===== config.mk =====
export PLATFORM = sky130hd
export DESIGN_NAME = rs_track_enc
export DESIGN_NICKNAME = d
export VERILOG_FILES = /design/src/rtl/rs_pkg.sv /design/src/rtl/rs_par_lfsr.sv /design/src/rtl/rs_track_seq.sv /design/src/rtl/rs_track_enc.sv
export SDC_FILE = /design/constraint.sdc
export NUM_CORES = 1
export LEC_CHECK = 0
export CORE_ASPECT_RATIO = 2
export CORE_MARGIN = 4
export CORE_UTILIZATION = 55
export DETAILED_ROUTE_END_ITERATION = 8
export DONT_BUFFER_PORTS = 1
export PLACE_DENSITY = 0.7
export SYNTH_ARGS = -nofsm -noshare
export SYNTH_HDL_FRONTEND = slang
export SYNTH_HIERARCHICAL = 1
export SYNTH_SLANG_ARGS = --single-unit

===== constraint.sdc =====
create_clock -name clk -period 4.9 [get_ports clk]
set_input_delay 0.49 -clock clk [delete_from_list [all_inputs] [get_ports clk]]
set_output_delay 0.49 -clock clk [all_outputs]
set_load 0.005 [all_outputs]

===== src/rtl/rs_pkg.sv =====
package rs_pkg;

   localparam int BW = 8;

   // multiply two field elements, reduction by the low 8 bits of the field polynomial
   function automatic logic [BW-1:0] gf_mul(input logic [BW-1:0] a,
                                            input logic [BW-1:0] b,
                                            input logic [BW-1:0] plow);
      logic [BW-1:0] acc;
      logic [BW-1:0] sh;
      acc = '0;
      sh  = a;
      for (int i = 0; i < BW; i++) begin
         if (b[i]) acc = acc ^ sh;
         sh = {sh[BW-2:0], 1'b0} ^ (sh[BW-1] ? plow : '0);
      end
      return acc;
   endfunction

   // alpha (= x) raised to e
   function automatic logic [BW-1:0] gf_pow(input int e, input logic [BW-1:0] plow);
      logic [BW-1:0] r;
      r = 8'h01;
      for (int i = 0; i < 255; i++)
         if (i < (e % 255)) r = gf_mul(r, 8'h02, plow);
      return r;
   endfunction

   // coefficient idx of prod_{k<n} (x + alpha^(first+k)), n <= 8
   function automatic logic [BW-1:0] gen_coef(input logic [BW-1:0] plow, input int first,
                                              input int n, input int idx);
      logic [BW-1:0] g [0:8];
      logic [BW-1:0] root;
      for (int j = 0; j <= 8; j++) g[j] = '0;
      g[0] = 8'h01;
      for (int k = 0; k < 8; k++) begin
         if (k < n) begin
            root = gf_pow(first + k, plow);
            for (int j = 8; j >= 1; j--) g[j] = g[j-1] ^ gf_mul(g[j], root, plow);
            g[0] = gf_mul(g[0], root, plow);
         end
      end
      return g[idx];
   endfunction

endpackage


===== src/rtl/rs_par_lfsr.sv =====
module rs_par_lfsr #(
   parameter int         NPAR       = 4,
   parameter logic [8:0] POLY       = 9'h12B,
   parameter int         FIRST_ROOT = 0
) (
   input  logic                 clk,
   input  logic                 rst,
   input  logic                 feed,
   input  logic                 shift,
   input  logic [rs_pkg::BW-1:0] din,
   output logic [rs_pkg::BW-1:0] par_top
);
   import rs_pkg::*;

   localparam logic [BW-1:0] PLOW = POLY[BW-1:0];

   if (NPAR < 1 || NPAR > 8) begin : g_bad_npar
      $error("rs_par_lfsr: NPAR must lie in 1..8");
   end
   if (POLY[8] != 1'b1) begin : g_bad_poly
      $error("rs_par_lfsr: field polynomial must have degree 8");
   end

   logic [BW-1:0] pr [NPAR];
   logic [BW-1:0] fb;

   assign fb      = din ^ pr[NPAR-1];
   assign par_top = pr[NPAR-1];

   for (genvar i = 0; i < NPAR; i++) begin : g_stage
      localparam logic [BW-1:0] GC = gen_coef(PLOW, FIRST_ROOT, NPAR, i);
      logic [BW-1:0] below;
      if (i == 0) begin : g_low
         assign below = '0;
      end else begin : g_up
         assign below = pr[i-1];
      end
      always_ff @(posedge clk) begin
         if (rst)        pr[i] <= '0;
         else if (feed)  pr[i] <= below ^ gf_mul(fb, GC, PLOW);
         else if (shift) pr[i] <= below;
      end
   end

   // sequencer never divides and drains in the same cycle
   assert_feed_shift_excl_R3: assert property (@(posedge clk) disable iff (rst)
      !(feed && shift));

endmodule


===== src/rtl/rs_track_seq.sv =====
module rs_track_seq #(
   parameter int GROUP_LEN  = 128,
   parameter int SPLIT      = 65,
   parameter int OUTER_NPAR = 2,
   parameter int INNER_NPAR = 4
) (
   input  logic clk,
   input  logic rst,
   input  logic adv,
   output logic is_data,
   output logic is_outer,
   output logic is_inner,
   output logic sow
);
   localparam int TOTAL = GROUP_LEN + OUTER_NPAR + 2 * INNER_NPAR;
   localparam int PW    = $clog2(TOTAL);
   localparam logic [PW-1:0] P_IP1  = PW'(SPLIT);
   localparam logic [PW-1:0] P_W2   = PW'(SPLIT + INNER_NPAR);
   localparam logic [PW-1:0] P_OP   = PW'(GROUP_LEN + INNER_NPAR);
   localparam logic [PW-1:0] P_IP2  = PW'(GROUP_LEN + INNER_NPAR + OUTER_NPAR);
   localparam logic [PW-1:0] P_LAST = PW'(TOTAL - 1);

   if (SPLIT < 1 || SPLIT >= GROUP_LEN) begin : g_bad_split
      $error("rs_track_seq: SPLIT must fall inside the group");
   end
   if (SPLIT + INNER_NPAR > 255 || GROUP_LEN - SPLIT + OUTER_NPAR + INNER_NPAR > 255) begin : g_bad_len
      $error("rs_track_seq: inner code word longer than the field allows");
   end
   if (GROUP_LEN + OUTER_NPAR > 255) begin : g_bad_outer
      $error("rs_track_seq: outer code word longer than the field allows");
   end

   logic [PW-1:0] pos;

   always_ff @(posedge clk) begin
      if (rst)      pos <= '0;
      else if (adv) pos <= (pos == P_LAST) ? '0 : pos + 1'b1;
   end

   always_comb begin
      is_data  = (pos < P_IP1) || (pos >= P_W2 && pos < P_OP);
      is_outer = (pos >= P_OP) && (pos < P_IP2);
      is_inner = !is_data && !is_outer;
      sow      = (pos == '0) || (pos == P_W2);
   end

   assert_pos_range_R4: assert property (@(posedge clk) disable iff (rst)
      pos <= P_LAST);
   assert_group_wrap_R4: assert property (@(posedge clk) disable iff (rst)
      (adv && pos == P_LAST) |=> sow);
   assert_one_phase_R4: assert property (@(posedge clk) disable iff (rst)
      $onehot({is_data, is_outer, is_inner}));

endmodule


===== src/rtl/rs_track_enc.sv =====
module rs_track_enc #(
   parameter int         GROUP_LEN   = 128,
   parameter int         SPLIT       = 65,
   parameter int         OUTER_NPAR  = 2,
   parameter int         INNER_NPAR  = 4,
   parameter logic [8:0] OUTER_POLY  = 9'h11D,
   parameter logic [8:0] INNER_POLY  = 9'h12B,
   parameter int         OUTER_ROOT0 = 24,
   parameter int         INNER_ROOT0 = 0
) (
   input  logic       clk,
   input  logic       rst,
   input  logic [7:0] in_data,
   input  logic       in_valid,
   output logic       in_ready,
   output logic [7:0] out_data,
   output logic       out_valid,
   input  logic       out_ready,
   output logic       out_sow
);
   logic       is_data, is_outer, is_inner;
   logic       xfer;
   logic [7:0] outer_top, inner_top, inner_din;

   rs_track_seq #(
      .GROUP_LEN(GROUP_LEN), .SPLIT(SPLIT),
      .OUTER_NPAR(OUTER_NPAR), .INNER_NPAR(INNER_NPAR)
   ) u_seq (
      .clk(clk), .rst(rst), .adv(xfer),
      .is_data(is_data), .is_outer(is_outer), .is_inner(is_inner), .sow(out_sow)
   );

   always_comb begin
      out_valid = is_data ? in_valid : 1'b1;
      in_ready  = is_data && out_ready;
      xfer      = out_valid && out_ready;
      if (is_data)       out_data = in_data;
      else if (is_outer) out_data = outer_top;
      else               out_data = inner_top;
      inner_din = is_data ? in_data : outer_top;
   end

   rs_par_lfsr #(.NPAR(OUTER_NPAR), .POLY(OUTER_POLY), .FIRST_ROOT(OUTER_ROOT0)) u_outer (
      .clk(clk), .rst(rst),
      .feed(xfer && is_data), .shift(xfer && is_outer),
      .din(in_data), .par_top(outer_top)
   );

   rs_par_lfsr #(.NPAR(INNER_NPAR), .POLY(INNER_POLY), .FIRST_ROOT(INNER_ROOT0)) u_inner (
      .clk(clk), .rst(rst),
      .feed(xfer && (is_data || is_outer)), .shift(xfer && is_inner),
      .din(inner_din), .par_top(inner_top)
   );

   assert_in_with_out_R6: assert property (@(posedge clk) disable iff (rst)
      (in_valid && in_ready) |-> (out_valid && out_ready));
   assert_no_take_in_check_R6: assert property (@(posedge clk) disable iff (rst)
      (out_valid && !is_data) |-> !in_ready);
   assert_check_hold_R7: assert property (@(posedge clk) disable iff (rst)
      (out_valid && !out_ready && !is_data) |=> (out_valid && $stable(out_data)));

endmodule


# Yosys cells after proc, flatten, opt, wreduce, memory -nomap -nowiden
# Memories as Yosys holds them, arrays and structs flattened.
# Index checks and enable logic that the tools add are counted.
# word_totals
out_inout_bits	11
input_bits	12
wordCells	146
regBits	8
mem_count	2
mem_bits_rw	48
# op_classes
n_lt_le_gt_ge	5
reduce_logical	15
bitwise	42
eq_ne	2
mux	78
addsub	1
# memory_table
memory	depth	word_bits	read_ports	rd_clocked_by_memory_dff	write_ports	line	source
u_inner.pr	4	8	4	0	4	rs_par_lfsr.sv:24	logic [BW-1:0] pr [NPAR];
u_outer.pr	2	8	2	0	2	rs_par_lfsr.sv:24	
# ops
op	n
8-bit 2-to-1 mux	48
8-bit XOR	28
6-bit 2-to-1 mux	6
5-bit 2-to-1 mux	7
1-bit 2-to-1 mux	17
8-bit < comparator, second input constant	2
8-bit by 6-bit XOR with 8-bit output	2
1-bit OR	12
1-bit logical AND	9
8-bit by 1-bit adder with 8-bit output, second input constant	1
8-bit by 7-bit == test with 1-bit output, second input constant	1
8-bit == test, second input constant	1
8-bit by 7-bit >= comparator with 1-bit output, second input constant	1
8-bit >= comparator, second input constant	1
8-bit logical NOT	1
8-bit by 7-bit < comparator with 1-bit output, second input constant	1
1-bit logical OR	3
1-bit logical NOT	2

# Longest topological paths before layout
# Gate-level depths: netlist (run 1).
# depth
depth_word	25
depth_mapped	15
mapped_depth_nobuf	13

# Modules after synthesis
# The synthesis (run 1) kept the hierarchy.
# modules_own_cells
module	instances	area_per_inst_um2	cells_each	seq_area_each_um2
rs_par_lfsr at u_inner	1	2244.7	187	960.9
rs_par_lfsr at u_outer	1	922.1	78	480.5
rs_track_seq	1	524.3	58	160.2
rs_track_enc	1	351.6	52	0.0

# Worst setup path after synthesis (run 1)
# Ideal clock, no wire load.
# synth_path
kind	register -> register
start	register u_seq.pos[1]
end	memory u_inner.pr[1][5], data pin
setup_time_ns	0.256
synth_period_minus_slack_ns	3.615
path_stages_with_launch	15
arrival_ns	3.359
setup_slack_ns	1.285
required_time_ns	4.644
path_cell_list	dfxtp_1 inv_1 ha_1 and3b_1 o211ai_1 and2_1 buf_6 buf_6 nand2_1 o21ai_0 xnor2_4 xor3_2 xor2_2 xor3_1 a22o_1
# synth_lines
element	line	source
start, declared	rs_track_seq.sv:33	logic [PW-1:0] pos;
start signal, assigned	rs_track_seq.sv:37	else if (adv) pos <= (pos == P_LAST) ? '0 : pos + 1'b1;
end, declared	rs_par_lfsr.sv:24	

==> results.toml, run 1 <==
[status]
status = "finished clean"

[synthesis]
synthesis.area_um2 = 4040
syn_avg_cell_area_um2 = 10.8
ys_types = 47
yosysTopAreaCell = "edfxtp_1"
netlist_instances = 375
synth_nets = 391
synth_edf_count = 48
ys_top_cells_by_count = "edfxtp_1, xnor2_1, nor2_1, nand2_1, o21ai_1"
ys_warn_count = 6
synth_top_area_share_pct = 35.7
ys_ff_latch = 56
synth_top_flop_cell = "edfxtp_1"
ys_seq_area_share_pct = 39.6
synthArstFlopShare_pct = 0
synth_area_leaders = "edfxtp_1, xnor2_1, xnor2_4, xnor2_2, dfxtp_1"
yosysMostFrequentCell = "edfxtp_1"

[grt]
grt_pass1_vias = 2693
grt_usage_pct = 21.1
antenna_found_initial = 0
overflow = 0
grt_max_degree = 29
grt_first_pass_wirelength_mm = 13.8

[floorplanning]
fp.dieW_um = 68.6
design.core.area_um2 = 7210
start_util_pct = 56.1
dieArea_um2 = 8870
rows = 44
floorplan.die.height_um = 129
ios = 23

[timing]
post-route-period-util_pct = 83.2
tightest_slew_ns = 1.12
fin_skew_ns = 0.0136
hold_violations = 0
period_minus_slack_ns = 4.08
fmax_mhz = 245
slew_headroom_pct = 25.2
whs_ns = 0.252
slew_violations = 0
rsz0062_at_grt = "no"
setup_viol = 0
fin_tns_setup_ns = 0

[route]
drt_iter0_drc = 169
antenna_left = 0
vias = 2668
wire_per_inst_um = 18.5
vias_per_cell = 5.77
wl_mm = 8.57
drc = 0
drtPass1Iterations = 4

[clocking]
cts-htree-levels = 2
clk_latency_ns = 0.30
clk_path_buf_depth = 2
cts_buffers = 5
post_cts_resized = 0
cts.hold.buffers_added = 0
cts.clk_slew.worst_paths_ns = 0.07
post-cts-setup-buffer-count = 0
clkSinkCount = 56
cts_root_buf = "clkbuf_16"
cts_tree = "done"

[critical_path]
path_class = "flip-flop to flip-flop"
cp_slowest_cell = "xor3_2"
endpoint_kind = "flip-flop"
worstPathArrival_ns = 4.13
crit_buf_inv = 2
crit_chain = "inv_1, ha_1, and3b_1, o211ai_1, and2_1, buf_4, o21ai_0, xnor2_4, xor3_2, xor2_2, xor3_1, a22o_1"
cp_max_fo = 19
cpLargestDelayFamily = "XOR/XNOR gates"
crit_required_ns = 4.96
start_kind = "flip-flop"
max_stage_delay_ns = 0.56

[power_and_ir_drop]
ir_drop_mv = 0.269
p_int_uw = 1150
pwr_density_cell_nw_per_um2 = 423
switchingPower_uw = 642
p_comb_share_pct = 44.9
p_leak_uw = 0.00154
clkPwrFrac_pct = 19.9
seqPwrFrac_pct = 35.2
switching_share_pct = 35.9

[finish]
num_antenna_cells = 0
regArea_um2 = 1600
final_cell_area_um2 = 4220
fin_nets = 385
multi_input_area_um2 = 2270
synthToLayoutAreaGrowth_pct = 4.49
nFillCells = 600
drive_above_1_share_pct = 12.7

[flow_run]
cap_violations = 0

[place]
port_buffers = 0
placed_area_um2 = 4080
place.gp.congestion = 0.818
hpwl_mm = 6.40

[worst_hold_path]
hp-class = "input pin to flip-flop"
[kinds of logic (layout without fill, tap and decap cells)]
| group | after synthesis | in the layout | synth area share [%] |
|---|---|---|---|
| AO/OA/AOI/OAI | 79 | 79 | 12.4 |
| XOR/XNOR | 81 | 81 | 25.6 |
| adder cells (fa/ha/maj) | 4 | 4 | 1.24 |
| buffers and inverters | 33 | 28 | 4.15 |
| flip-flops | 56 | 56 | 39.6 |
| multiplexers | 10 | 10 | 2.48 |
| AND/OR/NAND/NOR | 112 | 112 | 14.6 |
[per-layer routing]
layer | vias to the layer above | GRT usage (%) | share of wire (%)
li1 | 1299 | - | -
met1 | 1295 | 22.7 | 36
met2 | 58 | 38.5 | 56
met3 | 16 | 3.90 | 4.3
met4 | 0 | 9.14 | 2.9
met5 | - | 0 | 0
[power groups by stage]
| stage | clock network [uW] | registers (uW) | logic [uW] |
|---|---|---|---|
| 5_1_grt | 380 | 636 | 869 |
| 3_5_place_dp | 0 | 640 | 800 |
| 6_report | 355 | 630 | 803 |
| 2_1_floorplan | 0 | 629 | 667 |
| 3_3_place_gp | 0 | 638 | 788 |
| 4_1_cts | 364 | 630 | 808 |
[area by class of cell]
class,instances,share of cell area (%)
multi-input cells,286,53.8
flip-flops and latches,56,37.9
clock buffers,6,3.05
well taps,92,2.73
inverters,15,1.33
repair buffers,5,0.889
clock inverters,2,0.267
[cells in the final DEF, fill, tap and decap left out, types with 6 or more instances in the layout]
| cell | netlist | layout |
|---|---|---|
| edfxtp_1 | 48 | 48 |
| xor2_1 | 15 | 15 |
| o21ai_0 | 7 | 7 |
| nor2b_1 | 8 | 8 |
| xnor2_4 | 8 | 8 |
| xnor2_2 | 11 | 11 |
| inv_1 | 15 | 15 |
| dfxtp_1 | 8 | 8 |
| or3_1 | 15 | 15 |
| o21ai_2 | 8 | 8 |
| o211ai_1 | 6 | 6 |
| a21oi_1 | 16 | 16 |
| o21ai_1 | 24 | 24 |
| nor2_1 | 31 | 31 |
| mux2i_1 | 10 | 10 |
| xnor2_1 | 40 | 40 |
| nand2_1 | 29 | 29 |
[per-stage QoR]
stage / power (uW) / util (%) / instances / worst slack, ns
2_1_floorplan: 1300 / - / 375 / 1.29
4_1_cts: 1800 / 58.6 / 462 / 0.829
3_3_place_gp: 1430 / 56.6 / 454 / 0.980
3_5_place_dp: 1440 / 56.6 / 454 / 0.859
6_report: 1790 / 58.6 / 462 / 0.825
5_1_grt: 1890 / 58.6 / 462 / 0.596
[state kept, by name, summed over array words and instances (netlist names)]
name and count:
u_inner/pr 32, u_outer/pr 16, u_seq/pos 8
[worst paths after layout]
| path | start | endpoint | slack [ns] | depth (start not counted) |
|---|---|---|---|---|
| max | u_seq/pos[1]$_SDFFE_PP0P_ | u_inner/pr[1][5]$_DFFE_PP_ | 0.82 | 12 |
| min | rst | u_seq/pos[5]$_SDFFE_PP0P_ | 0.25 | 1 |
| max reg2reg | u_seq/pos[1]$_SDFFE_PP0P_ | u_inner/pr[1][5]$_DFFE_PP_ | 0.82 | 12 |
| min reg2reg | u_seq/pos[7]$_SDFFE_PP0P_ | u_seq/pos[7]$_SDFFE_PP0P_ | 0.53 | 2 |
No activity file was read; power rests on OpenSTA's default activity.
==> inputs of run 2 (changes only) <==
- clock period: 4.9 -> 4.2 ns (I/O delays scaled with it)
==> run 2 against run 1 <==
Final area grew 1.1%. Total power grew 21%. Clock power grew 32%. Flip-flop and latch count is the same. Cell count grew 0.65%. Fmax grew 6.2%. Highest routed layer unchanged.
==> results.toml, run 2 (same netlist as run 1, synthesis figures left out) <==
[route]
wire_per_inst_um = 18.5
drt_iter0_drc = 232
vias = 2631
wl_mm = 8.59
drc = 0
drtPass1Iterations = 4
vias_per_cell = 5.66
antenna_left = 0

[floorplanning]
design.core.area_um2 = 7210
fp.dieW_um = 68.6
ios = 23
floorplan.die.height_um = 129
start_util_pct = 56.1
dieArea_um2 = 8870
rows = 44

[grt]
grt_usage_pct = 21.1
overflow = 0
grt_max_degree = 33
grt_first_pass_wirelength_mm = 13.6
grt_pass1_vias = 2600
antenna_found_initial = 0

[finish]
fin_nets = 388
largest_register_ffs = 32
fin_cells = 465
num_antenna_cells = 0
synthToLayoutAreaGrowth_pct = 5.66
final_core_util_pct = 59.2
regArea_um2 = 1600
final_cell_mix = "edfxtp_1, xnor2_1, nor2_1"
nFillCells = 591
largestRegisters = "u_inner/pr (32), u_outer/pr (16), u_seq/pos (8)"
multi_input_area_um2 = 2270
regMostFlops = "u_inner/pr"
final_cell_area_um2 = 4270
drive_above_1_share_pct = 13.9
final_common_cell = "edfxtp_1"

[clocking]
cts_buffers = 5
clk_path_buf_depth = 2
cts.clk_slew.worst_paths_ns = 0.07
clkSinkCount = 56
post-cts-setup-buffer-count = 0
cts-htree-levels = 2
cts.hold.buffers_added = 0
cts_tree = "done"
clk_latency_ns = 0.29
post_cts_resized = 0
cts_root_buf = "clkbuf_16"

[critical_path]
start_kind = "flip-flop"
crit_required_ns = 4.25
reg2reg_to = "u_inner/pr[1][5]$_DFFE_PP_"
r2r_cells = 11
cpLargestDelayFamily = "XOR/XNOR gates"
cp_max_fo = 13
cp_slowest_cell = "xor3_2"
max_stage_delay_ns = 0.56
worstPathArrival_ns = 3.89
crit_buf_inv = 1
crit_chain = "inv_1, ha_1, and3b_1, o211ai_1, and2_2, o21ai_0, xnor2_4, xor3_2, xor2_2, xor3_1, a22o_1"
path_class = "flip-flop to flip-flop"
endpoint_kind = "flip-flop"
ff2ff_setup_slack_ns = 0.36
regToRegStartpoint = "u_seq/pos[1]$_SDFFE_PP0P_"

[timing]
fin_tns_setup_ns = 0
fin_skew_ns = 0.00567
rsz0062_at_grt = "no"
setup_viol = 0
fmax_mhz = 261
period_minus_slack_ns = 3.84
tightest_slew_ns = 0.678
hold_violations = 0
post-route-period-util_pct = 91.4
whs_ns = 0.189
slew_headroom_pct = 54.7
slew_violations = 0

[place]
place.gp.congestion = 0.838
placed_area_um2 = 4110
dp_cells = 457
port_buffers = 0
hpwl_mm = 6.39

[flow_run]
cap_violations = 0

[power_and_ir_drop]
ir_drop_mv = 0.452
pwr_density_cell_nw_per_um2 = 507
p_leak_uw = 0.00157

[worst_hold_path]
min_to = "u_seq/pos[5]$_SDFFE_PP0P_"
hp-class = "input pin to flip-flop"
whs_path_depth = 1
min_from = "rst"

[status]
status = "finished clean"
-- run 2: power by group --
part           internal, uW  total [uW]  switching (uW)
Combinational           437         965             528
Sequential              685         735            49.4
Clock                   281         467             186
-- run 2: worst max path at each step --
stage          slack (ns)                    endpoint                       from  cells after the start
2_1_floorplan        0.59  u_inner/pr[1][5]$_DFFE_PP_  u_seq/pos[1]$_SDFFE_PP0P_                     14
3_3_place_gp         0.37  u_inner/pr[1][5]$_DFFE_PP_  u_seq/pos[1]$_SDFFE_PP0P_                     11
3_5_place_dp         0.29  u_inner/pr[1][5]$_DFFE_PP_  u_seq/pos[1]$_SDFFE_PP0P_                     11
4_1_cts              0.26  u_inner/pr[1][5]$_DFFE_PP_  u_seq/pos[1]$_SDFFE_PP0P_                     11
5_1_grt              0.13  u_inner/pr[1][5]$_DFFE_PP_  u_seq/pos[1]$_SDFFE_PP0P_                     11
6_report             0.36  u_inner/pr[1][5]$_DFFE_PP_  u_seq/pos[1]$_SDFFE_PP0P_                     11
-- run 2: area by class of cell --
type,instances,share of cell area [%]
clock inverters,2,0.820
inverters,15,1.32
flip-flops and latches,56,37.5
repair buffers,8,1.41
multi-input cells,286,53.3
well taps,92,2.69
clock buffers,6,3.02
-- run 2: per-layer routing --
| layer | up-vias | track usage [%] | wire length [um] |
|---|---|---|---|
| li1 | 1302 | - | - |
| met4 | 0 | 8.09 | 215 |
| met3 | 14 | 3.82 | 342 |
| met5 | - | 0 | 0 |
| met1 | 1265 | 21.6 | 3060 |
| met2 | 50 | 39.9 | 4970 |
-- run 2: stage by stage --
stage | worst slack, ns | power [uW]
6_report | 0.362 | 2170
5_1_grt | 0.130 | 2280
3_3_place_gp | 0.371 | 1690
2_1_floorplan | 0.585 | 1510
4_1_cts | 0.255 | 2190
3_5_place_dp | 0.294 | 1700
